===== config.mk =====
export PLATFORM = sky130hd
export DESIGN_NAME = row_seq
export DESIGN_NICKNAME = d
export VERILOG_FILES = /design/src/rtl/row_seq_pkg.sv /design/src/rtl/row_seq_ctrl.sv /design/src/rtl/row_seq_dpath.sv /design/src/rtl/row_seq.sv
export SDC_FILE = /design/constraint.sdc
export NUM_CORES = 1
export LEC_CHECK = 0
export CORE_AREA = 2 2 93 95
export CTS_CLUSTER_DIAMETER = 150
export DETAILED_ROUTE_END_ITERATION = 8
export DIE_AREA = 0 0 95 97
export PLACE_DENSITY = 0.78
export SLEW_MARGIN = 25
export SYNTH_ARGS = -nofsm -noshare
export SYNTH_HDL_FRONTEND = slang
export SYNTH_SLANG_ARGS = --single-unit
export TNS_END_PERCENT = 100

===== constraint.sdc =====
create_clock -name clk -period 6.2 [get_ports clk]
set_input_delay 1.86 -clock clk [delete_from_list [all_inputs] [get_ports clk]]
set_output_delay 1.86 -clock clk [all_outputs]
set_load 0.02 [all_outputs]

===== src/rtl/row_seq_pkg.sv =====
package row_seq_pkg;
  localparam int SLOT_CYCLES = 16;                 // power of two
  localparam int PHASE_W     = $clog2(SLOT_CYCLES);
  localparam int ROW_W       = 10;
  localparam int LAT_SLOTS   = 5;
  localparam int EXTRA_ROWS  = 2;
  localparam int NUM_STRB    = 6;
  localparam int PWR_W       = 2 * SLOT_CYCLES;

  typedef enum logic [1:0] {S_IDLE, S_ARMED, S_LAT, S_RUN} seqState_t;

  typedef struct packed {
    logic               run;
    logic [PHASE_W-1:0] phase;
    logic [ROW_W-1:0]   rowIdx;
    logic               pairHalf;
    logic               lastSlot;
    logic               frameEnd;
    logic               resync;
  } seqBus_t;
endpackage


===== src/rtl/row_seq_ctrl.sv =====
module row_seq_ctrl
  import row_seq_pkg::*;
(
  input  logic             clk,
  input  logic             rstN,
  input  logic             startIn,
  input  logic [ROW_W-1:0] lastRow,
  input  logic             lineMarkMode,
  output seqBus_t          bus
);
  localparam int LAT_W = $clog2(LAT_SLOTS + 1);

  logic tokS1, tokS2, tokD;
  logic tokRise;
  seqState_t state;
  logic [PHASE_W-1:0] phase;
  logic [LAT_W-1:0]   latCnt;
  logic [ROW_W-1:0]   rowIdx;
  logic               pairHalf;
  logic [ROW_W:0]     endRow;
  logic               slotEnd, run, lastSlot;

  // two-flop synchroniser plus edge register
  always_ff @(posedge clk or negedge rstN) begin
    if (!rstN) begin
      tokS1 <= 1'b0;
      tokS2 <= 1'b0;
      tokD  <= 1'b0;
    end else begin
      tokS1 <= startIn;
      tokS2 <= tokS1;
      tokD  <= tokS2;
    end
  end
  assign tokRise = tokS2 & ~tokD;

  assign endRow   = {1'b0, lastRow} + (lineMarkMode ? (ROW_W+1)'(EXTRA_ROWS) : '0);
  assign slotEnd  = (phase == PHASE_W'(SLOT_CYCLES - 1));
  assign run      = (state == S_RUN);
  assign lastSlot = run && ({1'b0, rowIdx} >= endRow);

  always_ff @(posedge clk or negedge rstN) begin
    if (!rstN) begin
      state    <= S_IDLE;
      phase    <= '0;
      latCnt   <= '0;
      rowIdx   <= '0;
      pairHalf <= 1'b0;
    end else if (tokRise) begin
      state  <= S_ARMED;
      phase  <= '0;
      latCnt <= '0;
    end else begin
      phase <= phase + 1'b1;
      case (state)
        S_ARMED: if (!tokS2 && slotEnd) begin
          state  <= S_LAT;
          latCnt <= '0;
        end
        S_LAT: if (slotEnd) begin
          if (latCnt == LAT_W'(LAT_SLOTS - 1)) begin
            state    <= S_RUN;
            rowIdx   <= '0;
            pairHalf <= 1'b0;
          end else begin
            latCnt <= latCnt + 1'b1;
          end
        end
        S_RUN: if (slotEnd) begin
          pairHalf <= ~pairHalf;
          rowIdx   <= lastSlot ? '0 : rowIdx + 1'b1;
        end
        default: ;
      endcase
    end
  end

  assign bus.run      = run;
  assign bus.phase    = phase;
  assign bus.rowIdx   = rowIdx;
  assign bus.pairHalf = pairHalf;
  assign bus.lastSlot = lastSlot;
  assign bus.frameEnd = lastSlot && slotEnd;
  assign bus.resync   = tokRise;

  // row index holds inside a slot
  a_r6_row_hold: assert property (@(posedge clk) disable iff (!rstN)
    (run && !slotEnd) |=> (rowIdx == $past(rowIdx)));

  // row wraps to 0 after the last slot of a frame
  a_r6_wrap: assert property (@(posedge clk) disable iff (!rstN)
    (run && lastSlot && slotEnd && !tokRise) |=> (rowIdx == '0));

  // readout always enters at row 0, phase 0
  a_r3_entry: assert property (@(posedge clk) disable iff (!rstN)
    $rose(run) |-> (phase == '0 && rowIdx == '0));

  // row index never passes the frame bound while configuration is static
  a_r7_row_bound: assert property (@(posedge clk) disable iff (!rstN)
    run |-> ({1'b0, rowIdx} <= endRow));
endmodule


===== src/rtl/row_seq_dpath.sv =====
module row_seq_dpath
  import row_seq_pkg::*;
(
  input  logic                                  clk,
  input  logic                                  rstN,
  input  seqBus_t                               bus,
  input  logic [NUM_STRB-1:0][SLOT_CYCLES-1:0]  patBank,
  input  logic [PWR_W-1:0]                      patPower,
  input  logic                                  markEn,
  input  logic                                  markMode,
  input  logic [ROW_W-1:0]                      anaMkRow,
  input  logic [ROW_W-1:0]                      digMkRow,
  output logic [NUM_STRB-1:0]                   strb,
  output logic                                  rowPower,
  output logic                                  clkDiv2,
  output logic                                  clkDiv16,
  output logic                                  anaSampClk,
  output logic                                  anaMark,
  output logic                                  digMark,
  output logic                                  anaTestMk,
  output logic                                  digTestMk
);
  localparam int IDX_READ  = 4;
  localparam int IDX_CALIB = 3;

  logic markLive;
  logic markOn;

  for (genvar g = 0; g < NUM_STRB; g++) begin : gStrb
    assign strb[g] = bus.run & patBank[g][bus.phase];
  end

  assign rowPower   = bus.run & patPower[{bus.pairHalf, bus.phase}];
  assign clkDiv2    = bus.phase[0];
  assign clkDiv16   = bus.phase[PHASE_W-1];
  assign anaSampClk = strb[IDX_READ] | strb[IDX_CALIB];

  // marker arming: sampled at frame close, dropped on resync
  always_ff @(posedge clk or negedge rstN) begin
    if (!rstN)             markLive <= 1'b0;
    else if (bus.resync)   markLive <= 1'b0;
    else if (bus.frameEnd) markLive <= markEn;
  end

  assign markOn  = markLive & markEn & bus.run;
  assign anaMark = markOn & (markMode ? anaSampClk : bus.lastSlot);
  assign digMark = markOn & (markMode ? clkDiv2
                                      : (bus.lastSlot && bus.phase == PHASE_W'(SLOT_CYCLES - 1)));

  assign anaTestMk = bus.run && (bus.rowIdx == anaMkRow);
  assign digTestMk = bus.run && (bus.rowIdx == digMkRow);

  // in pulse mode the digital marker lies inside the analogue window
  a_r11_dig_in_ana: assert property (@(posedge clk) disable iff (!rstN)
    (!markMode && digMark) |-> anaMark);

  // no frame marker outside readout
  a_r10_mark_idle: assert property (@(posedge clk) disable iff (!rstN)
    !bus.run |-> (!anaMark && !digMark));

  // power pattern half flips on each slot boundary during readout
  a_r5_half_flip: assert property (@(posedge clk) disable iff (!rstN)
    (bus.run && bus.phase == PHASE_W'(SLOT_CYCLES - 1) && !bus.resync)
      |=> (bus.pairHalf != $past(bus.pairHalf)));
endmodule


===== src/rtl/row_seq.sv =====
module row_seq
  import row_seq_pkg::*;
(
  input  logic                   clk,
  input  logic                   rstN,
  input  logic                   startIn,
  input  logic                   markEn,
  input  logic                   markMode,
  input  logic                   lineMarkMode,
  input  logic [SLOT_CYCLES-1:0] patSelect,
  input  logic [SLOT_CYCLES-1:0] patReset,
  input  logic [SLOT_CYCLES-1:0] patClamp,
  input  logic [SLOT_CYCLES-1:0] patCalib,
  input  logic [SLOT_CYCLES-1:0] patRead,
  input  logic [SLOT_CYCLES-1:0] patLatch,
  input  logic [PWR_W-1:0]       patPower,
  input  logic [ROW_W-1:0]       lastRow,
  input  logic [ROW_W-1:0]       anaMkRow,
  input  logic [ROW_W-1:0]       digMkRow,
  output logic                   rowSelect,
  output logic                   rowReset,
  output logic                   rowClamp,
  output logic                   rowCalib,
  output logic                   rowRead,
  output logic                   rowLatch,
  output logic                   rowPower,
  output logic [ROW_W-1:0]       rowIdx,
  output logic                   readActive,
  output logic                   clkDiv2,
  output logic                   clkDiv16,
  output logic                   anaSampClk,
  output logic                   anaMark,
  output logic                   digMark,
  output logic                   anaTestMk,
  output logic                   digTestMk
);
  seqBus_t bus;
  logic [NUM_STRB-1:0][SLOT_CYCLES-1:0] patBank;
  logic [NUM_STRB-1:0] strb;

  assign patBank = {patLatch, patRead, patCalib, patClamp, patReset, patSelect};

  row_seq_ctrl uCtrl (
    .clk          (clk),
    .rstN         (rstN),
    .startIn      (startIn),
    .lastRow      (lastRow),
    .lineMarkMode (lineMarkMode),
    .bus          (bus)
  );

  row_seq_dpath uDpath (
    .clk        (clk),
    .rstN       (rstN),
    .bus        (bus),
    .patBank    (patBank),
    .patPower   (patPower),
    .markEn     (markEn),
    .markMode   (markMode),
    .anaMkRow   (anaMkRow),
    .digMkRow   (digMkRow),
    .strb       (strb),
    .rowPower   (rowPower),
    .clkDiv2    (clkDiv2),
    .clkDiv16   (clkDiv16),
    .anaSampClk (anaSampClk),
    .anaMark    (anaMark),
    .digMark    (digMark),
    .anaTestMk  (anaTestMk),
    .digTestMk  (digTestMk)
  );

  assign rowSelect  = strb[0];
  assign rowReset   = strb[1];
  assign rowClamp   = strb[2];
  assign rowCalib   = strb[3];
  assign rowRead    = strb[4];
  assign rowLatch   = strb[5];
  assign rowIdx     = bus.rowIdx;
  assign readActive = bus.run;
endmodule


======== After elaboration in Yosys (flattened, before gate mapping) ========
Cells that the tools add are included.
W data, S select, Z words.
operators by class
  $add $sub $neg .......................... 4
  $lt $le $gt $ge ......................... 3
  equal/unequal tests ..................... 14
  multiplexer cells ....................... 39
  bitwise gates (word level) .............. 16
  reduce and logical (&&, ||, !) cells .... 12
operator list
  kind                     number
  $mux W10                 4
  $bmux W1 S4              6
  $eq A10 B10 Y1           2
  $pmux W10 S2             1
  $mux W1                  14
  $and A1 B1 Y1            12
  $mux W3                  4
  $add A10 B11 Y11         1
  $ge A10 B11 Y1           1
  $add A10 B1 Y10 const B  1
  $mux W2                  5
  $ne A3 B1 Y1 const B     3
  $reduce_and A4 Y1        2
  $lt A5 B6 Y1 const B     1
  $ne A2 B1 Y1 const B     3
  $pmux W3 S2              1
  $bmux W1 S5              1
  $logic_and A1 B1 Y1      5
  $lt A4 B5 Y1 const B     1
  $reduce_and A5 Y1        1
  $add A4 B1 Y4 const B    1
  $eq A2 B2 Y1 const B     2
  $eq A4 B4 Y1 const B     1
  $mux W4                  1
  11 further kinds         14
word-level totals
  bits in registers ....................... 24
  input port bits ......................... 164
  output and inout port bits .............. 25
  logic and storage cells ................. 97

======== Longest topological paths before layout ========
Gate-level depths: netlist of run 1.
  word-level depth ........................ 7
  gate-level depth with buffers ........... 11
  gate-level depth less buffers ........... 11

======== Modules after synthesis ========
A second synthesis of run 1 with hierarchy kept.
unflattened totals
  cells, all modules ...................... 285
  area total of the unflattened synthesis .. 3030.4 um2
modules (own cells, without submodules)
  module         instances  cells an instance  area an instance (um2)  sequential area each (um2)
  row_seq_ctrl   1          154                1552.7                  575.6
  row_seq_dpath  1          131                1477.7                  25.0

======== Worst setup path before layout of run 1 ========
OpenSTA, ideal clock, no wires.
  kind .................................... input port to output port
  from .................................... in lineMarkMode
  to ...................................... out anaMark
  data arrival time ....................... 3870 ps
  required time ........................... 4340 ps
  path slack .............................. 470 ps
  stages .................................. 10
  buffers on the path ..................... 0
  path through ............................ ha_1 > ha_1 > and3_1 > and3_1 > xnor2_1 > ha_1 > and3_1 > and2_1 > a211oi_1 > a211oi_1
on the way
  cells in the longest elaborated chain, start to end .. 6
ends and longest elaborated chain
  element              RTL line             source
  from (decl)          row_seq.sv:9         input logic lineMarkMode,
  $mux W2              row_seq_ctrl.sv:37   assign endRow = {1'b0, lastRow} + (lineMarkMode ? (ROW_W+1)'(EXTRA_ROWS) : '0);
  $add A10 B11 Y11     row_seq_ctrl.sv:37
  $ge A10 B11 Y1       row_seq_ctrl.sv:40   assign lastSlot = run && ({1'b0, rowIdx} >= endRow);
  $logic_and A1 B1 Y1  row_seq_ctrl.sv:40
  $mux W1              row_seq_dpath.sv:46  assign anaMark = markOn & (markMode ? anaSampClk : bus.lastSlot);
  $and A1 B1 Y1        row_seq_dpath.sv:46
  to (decl)            row_seq.sv:32        output logic anaMark,
Every way passes these cells.

======== Worst setup path in the final report of run 1 ========
  from .................................... in lastRow[2]
  to ...................................... out anaMark
on the way
  cells in the longest elaborated chain, start to end .. 5
ends and longest elaborated chain
  element              RTL line             source
  from (decl)          row_seq.sv:17        input logic [ROW_W-1:0] lastRow,
  $add A10 B11 Y11     row_seq_ctrl.sv:37
  $ge A10 B11 Y1       row_seq_ctrl.sv:40
  $logic_and A1 B1 Y1  row_seq_ctrl.sv:40
  $mux W1              row_seq_dpath.sv:46
  $and A1 B1 Y1        row_seq_dpath.sv:46
Every way passes these cells.

==> flow_summary.yaml, run 1 <==
run_status:
  status: "finished clean"
global_routing:
  grt_max_degree: 25
  grt_pass1_wl_mm: 16.1
  antenna_found_initial: 0
  grt_util_all_layers_pct: 22.3
  grt_pass1_vias: 3511
  overflow: 0
synthesis:
  yosysSeqAreaShare_pct: 19.6
  synth_edf_count: 0
  syn_area_um2: 3060
  synthArstFlopShare_pct: 100
  synth_top_family_by_area: "multiplexers"
  ys_ff_latch: 24
  synth_mux_area_share_pct: 30.5
  synthFlopType: "dfrtp_1"
  yosys.area_share.simple_pct: 15.1
  synth-compound-area-share_pct: 9.29
  ys_warn_count: 0
  synthAdderAreaFrac_pct: 7.78
  synthCells: 289
  synth.avg_cell_area_um2: 10.6
  synth_xor_area_share_pct: 10.3
  synthDistinctLibCells: 44
  synth_nets: 472
placed_design:
  hpwl_mm: 8.40
  dp_slack_ns: -0.398
  placed_cells: 564
  place_area_um2: 4950
  port-buffer-count: 188
  place_congestion: 0.879
timing:
  setup_violations: 0
  finalWorstSetupSlack_ns: 0.0942
  finalHoldViolations: 0
  worst_clock_skew_ns: 0.00382
  whs_ns: 0.366
  fin_setup_tns_ns: 0
  max_freq_mhz: 164
  slew_headroom_pct: 42.8
  slew_violations: 0
  finalCritPeriodShare_pct: 98.5
  worst_pin_slew_ns: 0.857
  min_period_ns: 6.11
  rsz0062_at_grt: "false"
worst_setup_path:
  arrival_ns: 4.25
  cp_max_fo: 3
  crit_top_cell: "a21o_1"
  critical_path.endpoint_type: "output pin"
  path_cells: "clkdlybuf4s50_1, and3_4, xnor2_2, ha_1, a21o_1, a21o_1, a221o_1, a211oi_4, a211oi_2, buf_4"
  path_class: "input port to output pin"
  cp_top_family: "compound AO/OA/AOI/OAI gates"
  cp.buffers_inverters: 2
  critPathLaunchType: "input port"
  cp.required_ns: 4.34
  slowest_stage: "clkdlybuf4s50_1"
  max_stage_delay_ns: 0.55
clock_tree:
  clkSinkCount: 24
  htree_num_levels: 1
  holdBufCountCts: 0
  clk_latency_ns: 0.27
  cts_made_buffers: 3
  cts_buffer_depth: 2
  cts_tree: "done"
  root_buffer: "clkbuf_8"
  path_clk_slew_ns: 0.09
finish:
  diodes: 0
  final_cell_mix: "clkdlybuf4s50_1, xnor2_1, dfrtp_1"
  area_growth_syn_to_layout_pct: 66.5
  seqCellArea_um2: 602
  layout-drive-gt1-share_pct: 11.2
  final_util_pct: 62.6
  fin_cells: 571
  multi_input_area_um2: 2290
  num-fill-cells: 664
  num-nets-final: 650
  final_common_cell: "clkdlybuf4s50_1"
  stdcell_area_um2: 5090
floorplanning:
  io_pins: 189
  rows: 33
  core_area_um2: 8130
  die_x_um: 95
  die_h_um: 97
  die_area_um2: 9220
  initial_utilization_pct: 37.6
routing:
  drt-total-wl_mm: 10.2
  viasPerCell: 5.54
  routedWlPerCell_um: 17.9
  drtAntennaViolNets: 0
  drt_pass1_iterations: 4
  drc: 0
  vias: 3163
  first_iter_violations: 94
pwr:
  powerDensity_nw_per_um2: 252
  p_leak_nw: 2.00
  peakVddDrop_uv: 125
  finalPower_mw: 1.28
hold_path:
  min_path_type: "flip-flop to flip-flop"
job:
  max_cap_violations: 0
sequential cells by signal, summed over array words and instances (netlist names):
signal,cells
uCtrl.latCnt,3
uCtrl.pairHalf,1
uCtrl.phase,4
uCtrl.rowIdx,10
uCtrl.state,2
uCtrl.tokD,1
uCtrl.tokS1,1
uCtrl.tokS2,1
uDpath.markLive,1
final timing paths:
kind                                                from                          end  slack [ns]  depth (start not counted)
worst min-delay path               uCtrl.tokS1$_DFF_PN0_        uCtrl.tokS2$_DFF_PN0_        0.37                          0
min in group asynchronous                           rstN  uCtrl.rowIdx[7]$_DFFE_PN0P_        1.56                          1
worst max register to register  uCtrl.phase[0]$_DFF_PN0_  uCtrl.rowIdx[6]$_DFFE_PN0P_        3.51                          7
worst max-delay path                          lastRow[2]                      anaMark        0.09                         10
worst min register to register     uCtrl.tokS1$_DFF_PN0_        uCtrl.tokS2$_DFF_PN0_        0.37                          0
max in group asynchronous                           rstN     uCtrl.phase[0]$_DFF_PN0_        4.25                          1
cell families (layout without fill, tap and decap cells):
kind of cell / count (synthesis) / after routing
simple gates: 89 / 89
compound gates: 44 / 44
mux: 39 / 39
buf+inv: 38 / 215
xor+xnor: 36 / 36
flops: 24 / 24
fa+ha+maj: 19 / 19
layout make-up:
cell class	instances	area share [%]
multi-input cells	227	45.1
well taps	105	2.58
inverters	11	0.811
flip-flops and latches	24	11.8
repair buffers	200	38.6
clock buffers	4	1.08
routing by layer:
metal | global-route usage [%] | share of wire, % | up-vias
li1 | - | - | 1460
met1 | 23.0 | 35 | 1511
met2 | 42.9 | 55 | 166
met3 | 4.98 | 7.1 | 26
met4 | 7.36 | 3.0 | 0
met5 | 0 | 0 | -
worst register-to-register path: stages (launching register included):
cell and delay (ns):
dfrtp_2 0.77, buf_4 0.39, ha_1 0.25, and3_1 0.24, o211a_1 0.49, nand4_1 0.17
xor2_1 0.17, a21oi_1 0.13
timing repair:
item                                    in CTS  in global routing
gates resized for setup                     10                 17
setup buffers                                0                  3
endpoints found under the setup margin       2                  2
pin swaps                                    0                 15
synthesized netlist by cell type, types with 4 or more instances:
cell | count | area [um^2]
xnor2_1 | 30 | 263
dfrtp_1 | 24 | 601
mux4_2 | 20 | 450
ha_1 | 19 | 238
mux4_1 | 18 | 473
nand2_1 | 17 | 63.8
a21oi_1 | 14 | 70.1
nand4_1 | 13 | 81.3
nand3_1 | 12 | 60.1
nor2_1 | 12 | 45.0
buf_4 | 11 | 82.6
inv_1 | 11 | 41.3
and2_1 | 10 | 62.6
and3_1 | 9 | 56.3
clkbuf_1 | 8 | 30.0
nor3_1 | 6 | 30.0
xor2_1 | 6 | 52.6
o21ai_0 | 5 | 25.0
a21o_1 | 4 | 30.0
nor2b_1 | 4 | 25.0
power breakdown:
group | internal [mW] | switching [mW] | leakage [nW] | total [mW]
sequential | 0.196 | 0.132 | 0.267 | 0.328
clock | 0.0567 | 0.0505 | 0.0288 | 0.107
combinational | 0.491 | 0.354 | 1.70 | 0.846
total | 0.744 | 0.537 | 2.00 | 1.28
Note: power is estimated with default switching activity, not from simulation.
==> run 2, diff against run 1 <==
clock period = 6.15 ns   (was 6.2 ns; I/O delays follow)
==> flow_summary.yaml, run 2 (synthesis results as in run 1) <==
clock_tree:
  cts_buffer_depth: 2
  holdBufCountCts: 0
  root_buffer: "clkbuf_8"
  cts_made_buffers: 3
  clk_latency_ns: 0.26
  clkSinkCount: 24
  path_clk_slew_ns: 0.08
  htree_num_levels: 1
  cts_tree: "done"
placed_design:
  port-buffer-count: 188
  placed_cells: 565
  hpwl_mm: 8.30
  place_congestion: 0.883
finish:
  reg.largest.list: "uCtrl.rowIdx x10, uCtrl.phase x4, uCtrl.latCnt x3"
  largest_register_ffs: 10
  largest-register: "uCtrl.rowIdx"
  num-fill-cells: 680
  final_cell_mix: "clkdlybuf4s50_1, xnor2_1, dfrtp_1"
  diodes: 0
  num-nets-final: 649
  layout-drive-gt1-share_pct: 11.2
  fin_cells: 570
  final_common_cell: "clkdlybuf4s50_1"
  area_growth_syn_to_layout_pct: 66.4
global_routing:
  grt_pass1_vias: 3381
  grt_max_degree: 25
  grt_pass1_wl_mm: 15.6
  antenna_found_initial: 0
  grt_util_all_layers_pct: 21.6
  overflow: 0
routing:
  drtAntennaViolNets: 0
  routedWlPerCell_um: 17.2
  drc: 0
  viasPerCell: 5.43
  first_iter_violations: 57
  drt-total-wl_mm: 9.78
  vias: 3097
  drt_pass1_iterations: 4
floorplanning:
  core_area_um2: 8130
  initial_utilization_pct: 37.6
  die_area_um2: 9220
  io_pins: 189
  rows: 33
  die_x_um: 95
  die_h_um: 97
job:
  max_cap_violations: 0
timing:
  slew_violations: 0
  max_freq_mhz: 166
  finalCritPeriodShare_pct: 97.7
  setup_violations: 0
  min_period_ns: 6.01
  rsz0062_at_grt: "false"
  worst_pin_slew_ns: 0.839
  slew_headroom_pct: 44.1
  finalHoldViolations: 0
  worst_clock_skew_ns: 0.00450
run_status:
  status: "finished clean"
worst_setup_path:
  critPathLaunchType: "input port"
  cp.required_ns: 4.30
  critical_path.endpoint_type: "output pin"
  path_class: "input port to output pin"
  cp_max_fo: 3
  arrival_ns: 4.16
pwr:
  peakVddDrop_uv: 105
  p_leak_nw: 1.99
  finalPower_mw: 1.27
  powerDensity_nw_per_um2: 251
hold_path:
  min_path_type: "flip-flop to flip-flop"
==> run 2: cell count changes in the layout (fill, tap and decap cells not counted) <==
cell     previous run  this run
a21oi_1            13        14
a21oi_2             1         0
and3_1              7         6
and3_4              2         3
buf_4              13        12
nor2_1             12        11
nor2_2              0         1
==> run 2: report_power, final <==
part           total [mW]  switching (mW)  internal (mW)
logic               0.838           0.348          0.490
clock network       0.107          0.0501         0.0571
registers           0.329           0.131          0.197
==> run 2: repair_timing <==
| item | CTS | global route |
|---|---|---|
| setup endpoints to repair | 2 | 2 |
| pin swaps | 0 | 13 |
| cloned | 0 | 0 |
| gates resized for setup | 10 | 16 |
| setup buffers | 0 | 1 |
==> run 2: layer usage <==
| metal | vias to the layer above | routed length [um] | track usage, % |
|---|---|---|---|
| met1 | 1485 | 3580 | 23.7 |
| met4 | 0 | 227 | 5.80 |
| li1 | 1454 | - | - |
| met3 | 21 | 665 | 4.91 |
| met2 | 137 | 5310 | 40.6 |
| met5 | - | 0 | 0 |
==> run 2: worst paths after layout <==
check,from,endpoint,slack [ns],cells after the start
setup reg to reg,uCtrl.phase[0]$_DFF_PN0_,uCtrl.rowIdx[6]$_DFFE_PN0P_,3.47,7
max in group asynchronous,rstN,uCtrl.phase[0]$_DFF_PN0_,4.20,1
hold / removal,uCtrl.tokS1$_DFF_PN0_,uCtrl.tokS2$_DFF_PN0_,0.35,0
hold reg to reg,uCtrl.tokS1$_DFF_PN0_,uCtrl.tokS2$_DFF_PN0_,0.35,0
setup / recovery,lastRow[2],anaMark,0.14,10
min in group asynchronous,rstN,uCtrl.rowIdx[5]$_DFFE_PN0P_,1.55,1
==> run 2: cell type report <==
| cell class | instances | area, um^2 | area share (%) |
|---|---|---|---|
| clock buffers | 4 | 55.1 | 1.08 |
| inverters | 11 | 41.3 | 0.812 |
| multi-input cells | 227 | 2300 | 45.2 |
| flip-flops and latches | 24 | 602 | 11.8 |
| well taps | 105 | 131 | 2.58 |
| repair buffers | 199 | 1960 | 38.5 |
==> run 2: per-stage QoR <==
step	hold WS [ns]	utilization [%]	setup WS (ns)	TNS, ns	area, um^2
after floorplan	0.331	-	0.450	0	3060
after global placement	0.333	61.0	-0.393	-0.681	4960
after detailed placement	0.335	61.0	-0.399	-0.710	4960
after CTS	0.355	61.6	0.00157	0	5010
after global routing	0.373	62.5	0.0415	0	5080
final	0.353	62.5	0.144	0	5080
==> run 2: worst max-delay path, stage by stage <==
cell             delay (ns)
clkdlybuf4s50_1        0.53
and3_4                 0.24
xnor2_2                0.06
ha_1                   0.31
a21o_1                 0.18
a21o_1                 0.16
a221o_1                0.37
a211oi_4               0.23
a211oi_2               0.07
buf_4                  0.17
==> run 3, diff against run 2 <==
MAX_ROUTING_LAYER = met4   (was unset)
==> flow_summary.yaml, run 3 (synthesis results as in run 1) <==
global_routing:
  grt_util_all_layers_pct: 22.2
  grt_pass1_vias: 3372
  overflow: 0
  grt_max_degree: 25
  grt_pass1_wl_mm: 15.6
  antenna_found_initial: 0
pwr:
  p_clk_share_pct: 8.4
  p_leak_nw: 1.99
  p_sw_share_pct: 41.6
  powerDensity_nw_per_um2: 251
  p_switching_mw: 0.530
  p_comb_share_pct: 65.7
  internal_power_mw: 0.744
  sequentialPowerShare_pct: 25.8
  peakVddDrop_uv: 105
worst_setup_path:
  rr_worst_depth: 7
  cp.required_ns: 4.30
  slowest_stage: "clkdlybuf4s50_1"
  rrSetupSlack_ns: 3.47
  arrival_ns: 4.16
  path_class: "input port to output pin"
  cp_max_fo: 3
  reg2reg_from: "uCtrl.phase[0]$_DFF_PN0_"
  critical_path.endpoint_type: "output pin"
  crit_top_cell: "a21o_1"
  path_cells: "clkdlybuf4s50_1, and3_4, xnor2_2, ha_1, a21o_1, a21o_1, a221o_1, a211oi_4, a211oi_2, buf_4"
  critPathLaunchType: "input port"
  r2r_end: "uCtrl.rowIdx[6]$_DFFE_PN0P_"
  max_stage_delay_ns: 0.53
clock_tree:
  clkSinkCount: 24
  cts_buffer_depth: 2
  clk_latency_ns: 0.26
  cts_made_buffers: 3
  htree_num_levels: 1
  path_clk_slew_ns: 0.08
  holdBufCountCts: 0
  cts_tree: "done"
  root_buffer: "clkbuf_8"
floorplanning:
  die_area_um2: 9220
  io_pins: 189
  initial_utilization_pct: 37.6
  rows: 33
  die_x_um: 95
  core_area_um2: 8130
  die_h_um: 97
finish:
  layout-drive-gt1-share_pct: 11.2
  largest-register: "uCtrl.rowIdx"
  final_common_cell: "clkdlybuf4s50_1"
  stdcell_area_um2: 5080
  reg.largest.list: "uCtrl.rowIdx x10, uCtrl.phase x4, uCtrl.latCnt x3"
  largest_register_ffs: 10
  final_cell_mix: "clkdlybuf4s50_1, xnor2_1, dfrtp_1"
  area_growth_syn_to_layout_pct: 66.4
  diodes: 0
  num-nets-final: 649
routing:
  routedWlPerCell_um: 17.2
  drt_pass1_iterations: 4
  drt-total-wl_mm: 9.79
  first_iter_violations: 67
  drtAntennaViolNets: 0
  viasPerCell: 5.45
  vias: 3107
  drc: 0
placed_design:
  hpwl_mm: 8.30
  place_area_um2: 4960
  port-buffer-count: 188
  place_congestion: 0.898
timing:
  slew_violations: 0
  max_freq_mhz: 166
  rsz0062_at_grt: "false"
  worst_clock_skew_ns: 0.00445
  slew_headroom_pct: 44.0
  setup_violations: 0
  min_period_ns: 6.01
  fin_setup_tns_ns: 0
  finalCritPeriodShare_pct: 97.7
  finalHoldViolations: 0
  worst_pin_slew_ns: 0.840
hold_path:
  hold_depth: 0
  min_path_type: "flip-flop to flip-flop"
  hold_start: "uCtrl.tokS1$_DFF_PN0_"
  holdPathEnd: "uCtrl.tokS2$_DFF_PN0_"
job:
  max_cap_violations: 0
run_status:
  status: "finished clean"
[run 3: worst max-delay path by stage]
stage                      start  endpoint
floorplan           lineMarkMode   anaMark
global placement    lineMarkMode   anaMark
detailed placement  lineMarkMode   anaMark
CTS                 lineMarkMode   anaMark
global route          lastRow[2]   anaMark
finish                lastRow[2]   anaMark
[run 3: layer usage]
metal | vias to the layer above | wire (um) | GRT usage (%)
li1 | 1455 | - | -
met1 | 1486 | 3640 | 24.2
met2 | 145 | 5310 | 40.6
met3 | 21 | 616 | 4.21
met4 | 0 | 225 | 5.80
met5 | - | 0 | -
[run 3: power by group through the flow]
stage          Sequential (mW)  Combinational, mW  Clock (mW)
5_1_grt                  0.341              0.922       0.117
4_1_cts                  0.331              0.833       0.112
6_report                 0.329              0.838       0.107
3_5_place_dp             0.335              0.826           0
3_3_place_gp             0.333              0.806           0
2_1_floorplan            0.251              0.604           0
[run 3: area by class of cell]
cell class              instances  area, um^2
repair buffers                199        1960
inverters                      11        41.3
fillers                       680        3050
flip-flops and latches         24         602
clock buffers                   4        55.1
well taps                     105         131
multi-input cells             227        2300
[run 3: worst max-delay path: cells and delay by family]
family / cells / cell delay (ns)
AOI/OAI and AO/OA: 5 / 1.01
buffers and inverters: 2 / 0.70
adders and majority gates: 1 / 0.31
and+or+nand+nor: 1 / 0.24
xor gates and xnor gates: 1 / 0.06
[run 3: what timing repair did]
action / 4_1_cts / 5_1_grt
endpoints found under the setup margin: 2 / 2
gates resized for setup: 10 / 16
pin swaps: 0 / 13
buffers inserted: 0 / 1
[run 3: metrics by stage]
stage          std cells  hold slack, ns  power [mW]  utilization (%)  setup WS (ns)
2_1_floorplan        289           0.331       0.855                -          0.450
3_3_place_gp         565           0.333        1.14             61.0         -0.393
3_5_place_dp         565           0.335        1.16             61.0         -0.399
4_1_cts              569           0.355        1.28             61.6        0.00157
5_1_grt              570           0.373        1.38             62.5         0.0415
6_report             570           0.353        1.27             62.5          0.144
